### config.mk
export PLATFORM = sky130hd
export DESIGN_NAME = uart_frz_tx
export DESIGN_NICKNAME = d
export VERILOG_FILES = /design/src/rtl/uart_frz_pkg.sv /design/src/rtl/uart_frz_fifo.sv /design/src/rtl/uart_frz_shift.sv /design/src/rtl/uart_frz_tx.sv
export SDC_FILE = /design/constraint.sdc
export NUM_CORES = 1
export LEC_CHECK = 0
export ABC_AREA = 0
export BUFFER_PORTS_ARGS = -buffer_cell sky130_fd_sc_hd__buf_2
export CORE_ASPECT_RATIO = 1.5
export CORE_MARGIN = 5
export CORE_UTILIZATION = 55
export DETAILED_ROUTE_END_ITERATION = 8
export PLACE_DENSITY = 0.74
export SETUP_SLACK_MARGIN = 0.2
export SLEW_MARGIN = 15
export SYNTH_ARGS = -nofsm -noshare
export SYNTH_HDL_FRONTEND = slang
export SYNTH_SLANG_ARGS = --single-unit
### constraint.sdc
create_clock -name clk_i -period 2.9 [get_ports clk_i]
set_input_delay 0.145 -clock clk_i [delete_from_list [all_inputs] [get_ports clk_i]]
set_output_delay 0.145 -clock clk_i [all_outputs]
set_load 0.1 [all_outputs]
### src/rtl/uart_frz_pkg.sv
package uart_frz_pkg;

   // Line level of an idle asynchronous link (mark)
   localparam logic LINE_MARK  = 1'b1;
   // Level of the start bit (space)
   localparam logic LINE_SPACE = 1'b0;

   // Width of a counter that must hold values 0..n
   function automatic int unsigned cnt_width(input int unsigned n);
      return (n < 2) ? 1 : $clog2(n + 1);
   endfunction

   // Width of a pointer that must index 0..n-1
   function automatic int unsigned ptr_width(input int unsigned n);
      return (n < 2) ? 1 : $clog2(n);
   endfunction

endpackage

### src/rtl/uart_frz_fifo.sv
module uart_frz_fifo
   import uart_frz_pkg::*;
#(
   parameter int unsigned WIDTH = 9,
   parameter int unsigned DEPTH = 4,
   parameter string       TAG   = "fifo"
) (
   input  logic                       clk_i,
   input  logic                       rst_ni,
   input  logic                       push_i,
   input  logic [WIDTH-1:0]           din_i,
   input  logic                       pop_i,
   output logic [WIDTH-1:0]           dout_o,
   output logic [cnt_width(DEPTH)-1:0] count_o
);

   localparam int unsigned PW = ptr_width(DEPTH);
   localparam int unsigned CW = cnt_width(DEPTH);

   if (DEPTH < 1) begin : g_bad_depth
      $error("uart_frz_fifo %s: DEPTH must be at least 1", TAG);
   end
   if (WIDTH < 1) begin : g_bad_width
      $error("uart_frz_fifo %s: WIDTH must be at least 1", TAG);
   end

   logic [WIDTH-1:0] mem_q [DEPTH];
   logic [PW-1:0]    wr_ptr_q, rd_ptr_q;
   logic [CW-1:0]    cnt_q;

   function automatic logic [PW-1:0] ptr_next(input logic [PW-1:0] p);
      return (p == PW'(DEPTH - 1)) ? '0 : p + 1'b1;
   endfunction

   always_ff @(posedge clk_i or negedge rst_ni) begin
      if (!rst_ni) begin
         wr_ptr_q <= '0;
         rd_ptr_q <= '0;
         cnt_q    <= '0;
      end else begin
         if (push_i) wr_ptr_q <= ptr_next(wr_ptr_q);
         if (pop_i)  rd_ptr_q <= ptr_next(rd_ptr_q);
         case ({push_i, pop_i})
            2'b10:   cnt_q <= cnt_q + 1'b1;
            2'b01:   cnt_q <= cnt_q - 1'b1;
            default: cnt_q <= cnt_q;
         endcase
      end
   end

   always_ff @(posedge clk_i) begin
      if (push_i) mem_q[wr_ptr_q] <= din_i;
   end

   assign dout_o  = mem_q[rd_ptr_q];
   assign count_o = cnt_q;

   AST_NO_OVERFLOW: assert property (@(posedge clk_i) disable iff (!rst_ni)
      (cnt_q == CW'(DEPTH)) |-> !(push_i && !pop_i));
   AST_NO_UNDERFLOW: assert property (@(posedge clk_i) disable iff (!rst_ni)
      (cnt_q == '0) |-> !pop_i);

endmodule

### src/rtl/uart_frz_shift.sv
module uart_frz_shift
   import uart_frz_pkg::*;
#(
   parameter int unsigned DATA_W      = 8,
   parameter int unsigned PARITY_EN   = 0,
   parameter int unsigned PARITY_ODD  = 0,
   parameter int unsigned ADDR_BIT_EN = 0
) (
   input  logic            clk_i,
   input  logic            rst_ni,
   input  logic            tick_i,
   input  logic            avail_i,
   input  logic [DATA_W:0] ent_i,
   output logic            take_o,
   output logic            txd_o,
   output logic            busy_o
);

   localparam int unsigned FRAME_W = DATA_W + PARITY_EN + ADDR_BIT_EN + 2;
   localparam int unsigned LW      = ptr_width(FRAME_W);

   if (PARITY_EN > 1 || PARITY_ODD > 1 || ADDR_BIT_EN > 1) begin : g_bad_opt
      $error("uart_frz_shift: option parameters must be 0 or 1");
   end

   logic [DATA_W-1:0]  data;
   logic               par_bit;
   logic               addr_bit;
   logic [FRAME_W-1:0] frame;
   logic [FRAME_W-1:0] sh_q;
   logic [LW-1:0]      left_q;
   logic               busy_q;
   logic               last;

   assign data = ent_i[DATA_W-1:0];

   // Parity variant
   if (PARITY_EN != 0) begin : g_par
      if (PARITY_ODD != 0) begin : g_odd
         assign par_bit = ~^data;
      end else begin : g_even
         assign par_bit = ^data;
      end
   end else begin : g_nopar
      assign par_bit = LINE_MARK;   // lands on the stop position
   end

   // Address marker variant
   if (ADDR_BIT_EN != 0) begin : g_addr
      assign addr_bit = ent_i[DATA_W];
   end else begin : g_noaddr
      logic unused_addr;
      assign unused_addr = ent_i[DATA_W];
      assign addr_bit    = LINE_MARK; // lands on the stop position
   end

   always_comb begin
      frame                         = '1;
      frame[0]                      = LINE_SPACE;
      frame[DATA_W:1]               = data;
      frame[DATA_W+1]               = par_bit;
      frame[DATA_W+1+PARITY_EN]     = addr_bit;
   end

   assign last   = (left_q == '0);
   assign take_o = tick_i && avail_i && (!busy_q || last);

   always_ff @(posedge clk_i or negedge rst_ni) begin
      if (!rst_ni) begin
         sh_q   <= '1;
         left_q <= '0;
         busy_q <= 1'b0;
      end else if (take_o) begin
         sh_q   <= frame;
         left_q <= LW'(FRAME_W - 1);
         busy_q <= 1'b1;
      end else if (tick_i && busy_q) begin
         if (last) begin
            sh_q   <= '1;
            busy_q <= 1'b0;
         end else begin
            sh_q   <= {LINE_MARK, sh_q[FRAME_W-1:1]};
            left_q <= left_q - 1'b1;
         end
      end
   end

   assign txd_o  = sh_q[0];
   assign busy_o = busy_q;

   AST_START_LOW: assert property (@(posedge clk_i) disable iff (!rst_ni)
      $rose(busy_q) |-> (txd_o == LINE_SPACE));
   AST_IDLE_MARK: assert property (@(posedge clk_i) disable iff (!rst_ni)
      !busy_q |-> (txd_o == LINE_MARK));
   AST_HOLD_NO_TICK: assert property (@(posedge clk_i) disable iff (!rst_ni)
      !tick_i |=> $stable(txd_o));

endmodule

### src/rtl/uart_frz_tx.sv
module uart_frz_tx
   import uart_frz_pkg::*;
#(
   parameter int unsigned DATA_W      = 8,
   parameter int unsigned PARITY_EN   = 0,
   parameter int unsigned PARITY_ODD  = 0,
   parameter int unsigned ADDR_BIT_EN = 0,
   parameter int unsigned QUEUE_DEPTH = 4,
   parameter int unsigned SHORT_DEPTH = 1,
   parameter int unsigned LONG_DEPTH  = 32
) (
   input  logic              clk_i,
   input  logic              rst_ni,
   input  logic              bit_tick_i,
   input  logic              wr_valid_i,
   input  logic [DATA_W-1:0] wr_data_i,
   input  logic              wr_addr_i,
   output logic              wr_ready_o,
   input  logic              freeze_i,
   input  logic              fifo_long_i,
   output logic              txd_o,
   output logic              tx_busy_o,
   output logic              frozen_o
);

   localparam int unsigned ENT_W = DATA_W + 1;
   localparam int unsigned QCW   = cnt_width(QUEUE_DEPTH);
   localparam int unsigned FCW   = cnt_width(LONG_DEPTH);

   if (SHORT_DEPTH < 1 || SHORT_DEPTH > LONG_DEPTH) begin : g_bad_depths
      $error("uart_frz_tx: need 1 <= SHORT_DEPTH <= LONG_DEPTH");
   end
   if (DATA_W < 1) begin : g_bad_data
      $error("uart_frz_tx: DATA_W must be at least 1");
   end

   logic [ENT_W-1:0] q_dout, f_dout;
   logic [QCW-1:0]   q_cnt;
   logic [FCW-1:0]   f_cnt;
   logic [FCW-1:0]   cap;
   logic             q_push, move, take, sh_busy;
   logic             frozen_q;

   assign cap        = fifo_long_i ? FCW'(LONG_DEPTH) : FCW'(SHORT_DEPTH);
   assign wr_ready_o = (q_cnt < QCW'(QUEUE_DEPTH));
   assign q_push     = wr_valid_i && wr_ready_o;
   assign move       = !freeze_i && (q_cnt != '0) && (f_cnt < cap);

   uart_frz_fifo #(
      .WIDTH (ENT_W),
      .DEPTH (QUEUE_DEPTH),
      .TAG   ("stage")
   ) u_stage (
      .clk_i   (clk_i),
      .rst_ni  (rst_ni),
      .push_i  (q_push),
      .din_i   ({wr_addr_i, wr_data_i}),
      .pop_i   (move),
      .dout_o  (q_dout),
      .count_o (q_cnt)
   );

   uart_frz_fifo #(
      .WIDTH (ENT_W),
      .DEPTH (LONG_DEPTH),
      .TAG   ("txfifo")
   ) u_txfifo (
      .clk_i   (clk_i),
      .rst_ni  (rst_ni),
      .push_i  (move),
      .din_i   (q_dout),
      .pop_i   (take),
      .dout_o  (f_dout),
      .count_o (f_cnt)
   );

   uart_frz_shift #(
      .DATA_W      (DATA_W),
      .PARITY_EN   (PARITY_EN),
      .PARITY_ODD  (PARITY_ODD),
      .ADDR_BIT_EN (ADDR_BIT_EN)
   ) u_shift (
      .clk_i   (clk_i),
      .rst_ni  (rst_ni),
      .tick_i  (bit_tick_i),
      .avail_i (f_cnt != '0),
      .ent_i   (f_dout),
      .take_o  (take),
      .txd_o   (txd_o),
      .busy_o  (sh_busy)
   );

   always_ff @(posedge clk_i or negedge rst_ni) begin
      if (!rst_ni) frozen_q <= 1'b0;
      else         frozen_q <= freeze_i && (f_cnt == '0) && !sh_busy;
   end

   assign tx_busy_o = sh_busy;
   assign frozen_o  = frozen_q;

   AST_FREEZE_NO_FILL: assert property (@(posedge clk_i) disable iff (!rst_ni)
      freeze_i |=> (f_cnt <= $past(f_cnt)));
   AST_FREEZE_KEEPS_QUEUE: assert property (@(posedge clk_i) disable iff (!rst_ni)
      freeze_i |=> (q_cnt >= $past(q_cnt)));
   AST_FROZEN_QUIET: assert property (@(posedge clk_i) disable iff (!rst_ni)
      frozen_o |-> (txd_o == LINE_MARK && !tx_busy_o));
   AST_SHORT_CAP: assert property (@(posedge clk_i) disable iff (!rst_ni)
      (!fifo_long_i && f_cnt <= FCW'(SHORT_DEPTH)) |=> (f_cnt <= FCW'(SHORT_DEPTH)));

endmodule

==> results.md <==
* Status: complete, no violations
* Worst-Skew Late Latency at 0.54 ns
* PortBufs at 17
* Top post-synthesis cells by area: edfxtp_1, mux4_2, dfrtp_1
* RSZ-0062 raised after global routing: true
* GR Layer Usage met1 at 0.230
* Final hold vios at 0
* CTS max path bufs at 3
* Met3 Track Usage GR at 0.0261
* Mean Syn Cell Area at 19.0 um2
* Die Width at 137 um
* Layout area overhead at 16.3%
* Pwr dens at 1000 mW/mm2
* Most frequent cells in the layout: edfxtp_1, mux4_2, buf_4
* DP HPWL at around 17,000 um
* Post-layout util at 0.649
* Largest net degree at the start of global routing at 39
* Die ar. at 0.0273 mm2
* Grt ovf at 0
* Fin crit share at 0.926
* First-pass GRT wire length at 41,100 um
* Met2 usage at 0.373
* Flop-to-flop setup slack at 0.21 ns
* Number of flops mapped to enable cells by yosys at 288
* Post-synthesis sequential area ratio at 0.726
* Minimum clock period at 2.69 ns
* Crit-path cells: inv_2 -> ha_2 -> or3b_4 -> and2_4 -> or2_4 -> inv_8 -> ha_4 -> xor2_2 -> ha_2 -> buf_6 -> a211o_4 -> a31oi_4 -> xor2_1
* Detailed-route via count at 6,602
* Worst-path fanout max at 3
* Maximum level of the CTS H-tree at 1
* Worst Path Buf+Inv at 3
* Most frequent CP cell: ha_2
* Worst VDD drop at 0.00104 V
* Most common cell after layout, fill and taps aside: edfxtp_1
* Synth warnings at 0
* Clk pin slew, worst setup/hold paths at approximately 0.070 ns
* Slew Viols, Final at 0
* Antenna diode count at 0
* Netlist cell types at 61
* Critical Path AT at 3.15 ns
* Hold wc startpoint: wr_valid_i
* Switch share at 0.297
* Most used DFF post-synth: edfxtp_1
* Hold Crit Class: primary input to flop
* Yosys top cell area share at 0.653
* Fraction of layout cells with a size suffix above 1 at 0.320
* Initial DRC count at 613
* Reg2reg start: u_shift.left_q[1]
* Final setup TNS at 0 ns
* Clock share of power at 0.287
* Max Freq at 372 MHz
* Critical path's top delay family: simple AND/OR/NAND/NOR gates
* Layout Nets at just over 800
* Final wirelength at 26,200 um
* Cell taking the most area after synthesis: edfxtp_1
* CTS sink cnt at 326
* Net Sw Power at roughly 4.6 mW
* DR WL/cell at between 20 and 25 um
* Initial antenna violation count at 0
* Hold EP: u_stage.wr_ptr_q[0]
* CTS buffer count at 28
* Root buffer cell: clkbuf_16
* Critical path class: flop to flop
* Die height at 200 um
* Tot GR Track Use at 0.200
* Routed Antenna Nets at 0
* Pint at ~11 mW
* Hold Path Depth at 3
* Slowest stage cell, crit path: dfrtp_1
* Finish-stage setup viols at 0
* Critical R2R Capture: u_txfifo.count_o[4]
* Starting Density at 0.558
* Grt peak-use layer: met2
* Worst Reg2Reg Path Length in Cells at 13
* Final setup margin at 0.215 ns
* CTS tree: done
* CORE AREA at between 0.02 and 0.025 mm2
* Setup Slack @ Placement at -0.0381 ns
* Sequential fraction of design power at 0.434
* Pleak at 5.14 nW
* Max_cap viols at 0
* CP Capture Type: flop
* Register bit total from synthesis at roughly 330
* Comb pwr share at 0.278
* Worst slew pin tran at 0.883 ns
* Worst relative slew slack at 0.411
* DRC Markers at 0
* Required time worst endpoint at roughly 3.4 ns
* RD Place Congestion at 0.814
* Element type at the critical path start: flop
* Via-per-instance ratio at 5.88
* Clock skew at 0.00960 ns
* Pre-antenna DRT Iters at 7
* Mapped Area at 0.0132 mm2
* Mapped Cells at around 700
* Asr flop ratio synth at 0.117
* Rows at 69
* CP max stage delay at 0.40 ns
* Vias in the first global route at 7,368
* Top-level port count at 19
* Synthesized Nets at ~730
## flip-flops by register name (all words and copies together), names as in the netlist, 3 cells and up
signal / count
u_txfifo.mem_q: 256
u_stage.mem_q: 32
u_shift.sh_q: 9
u_txfifo.count_o: 6
u_txfifo.rd_ptr_q: 5
u_txfifo.wr_ptr_q: 5
u_shift.left_q: 4
u_stage.count_o: 3
## per-stage QoR
stage	cell area [um2]	power, mW	hold WS (ns)	std cells
6_report	15400	15.5	0.0933	1123
5_1_grt	15400	16.1	0.106	1123
4_1_cts	15300	15.4	0.0813	1116
3_5_place_dp	14000	10.9	0.303	1048
3_3_place_gp	14000	10.6	0.277	1048
2_1_floorplan	13300	9.57	-0.151	697
## synthesized netlist by cell type, drive strengths merged, types with 3 or more instances
cell type and number:
a211oi 4, a21o 8, a21oi 6, a22o 3, a22oi 13, a31oi 8
and2 8, buf 15, clkbuf 19, dfrtp 29, dfstp 9, edfxtp 288
ha 19, inv 18, mux2 16, mux4 74, nand2 14, nand2b 5
nand3 11, nand3b 4, nor2 42, nor2b 7, nor4 3, o21ai 11
o22ai 9, o31ai 6, or2 3, or3 6, xnor2 4, xor2 7
## what timing repair did
action / in CTS / in global routing
resized for setup: 5 / 13
cloned: 0 / 0
setup endpoints to repair: 5 / 4
endpoints found under the hold margin: 63 / 0
hold buffers: 11 / 0
pin swaps: 2 / 5
setup buffers: 5 / 7
## power by group through the flow
stage | sequential, mW | combinational (mW) | clock, mW
3_5_place_dp | 6.81 | 4.09 | 0
6_report | 6.71 | 4.30 | 4.44
2_1_floorplan | 6.53 | 3.04 | 0
5_1_grt | 6.77 | 4.63 | 4.71
3_3_place_gp | 6.75 | 3.90 | 0
4_1_cts | 6.72 | 4.20 | 4.49
## worst min-delay path, delay by kind of cell
kind                   cells  cell delay, ns
AOI/OAI and AO/OA          1            0.17
buffers and inverters      1            0.10
and+or+nand+nor            1            0.18
## metal layers
metal	vias up	wire length [um]
li1	2981	-
met1	3372	9260
met2	199	14700
met3	50	1150
met4	0	1110
met5	-	0
## how the worst max path moves through the flow
stage                             start                   to  depth (start not counted)
floorplan             u_shift.left_q[0]  u_txfifo.count_o[4]                         16
global placement      u_shift.left_q[0]  u_txfifo.count_o[4]                         13
detailed placement    u_shift.left_q[0]  u_txfifo.count_o[4]                         13
CTS                 u_txfifo.count_o[2]  u_txfifo.count_o[4]                         10
global route          u_shift.left_q[1]  u_txfifo.count_o[4]                         13
finish                u_shift.left_q[1]  u_txfifo.count_o[4]                         13
## logic make-up (layout without fill, tap and decap cells)
family                     Yosys count  in the layout  synth area share
adders and majority gates           20             20            0.0195
AOI/OAI and AO/OA                   80             80            0.0446
and+or+nand+nor                    117            117            0.0456
DFF                                326            326             0.726
xor gates and xnor gates            11             11           0.00727
buffers and inverters               52            159            0.0171
muxes                               91             91             0.140
## layout make-up
cell class	instances	area (um2)
Clock inverter	21	393
Clock buffer	31	733
Sequential cell	326	9620
Inverter	18	78.8
Multi-Input combinational cell	319	3490
Fill cell	1527	8340
Tap cell	319	399
Timing Repair Buffer	89	682
No activity file was read; power rests on OpenSTA's default activity.
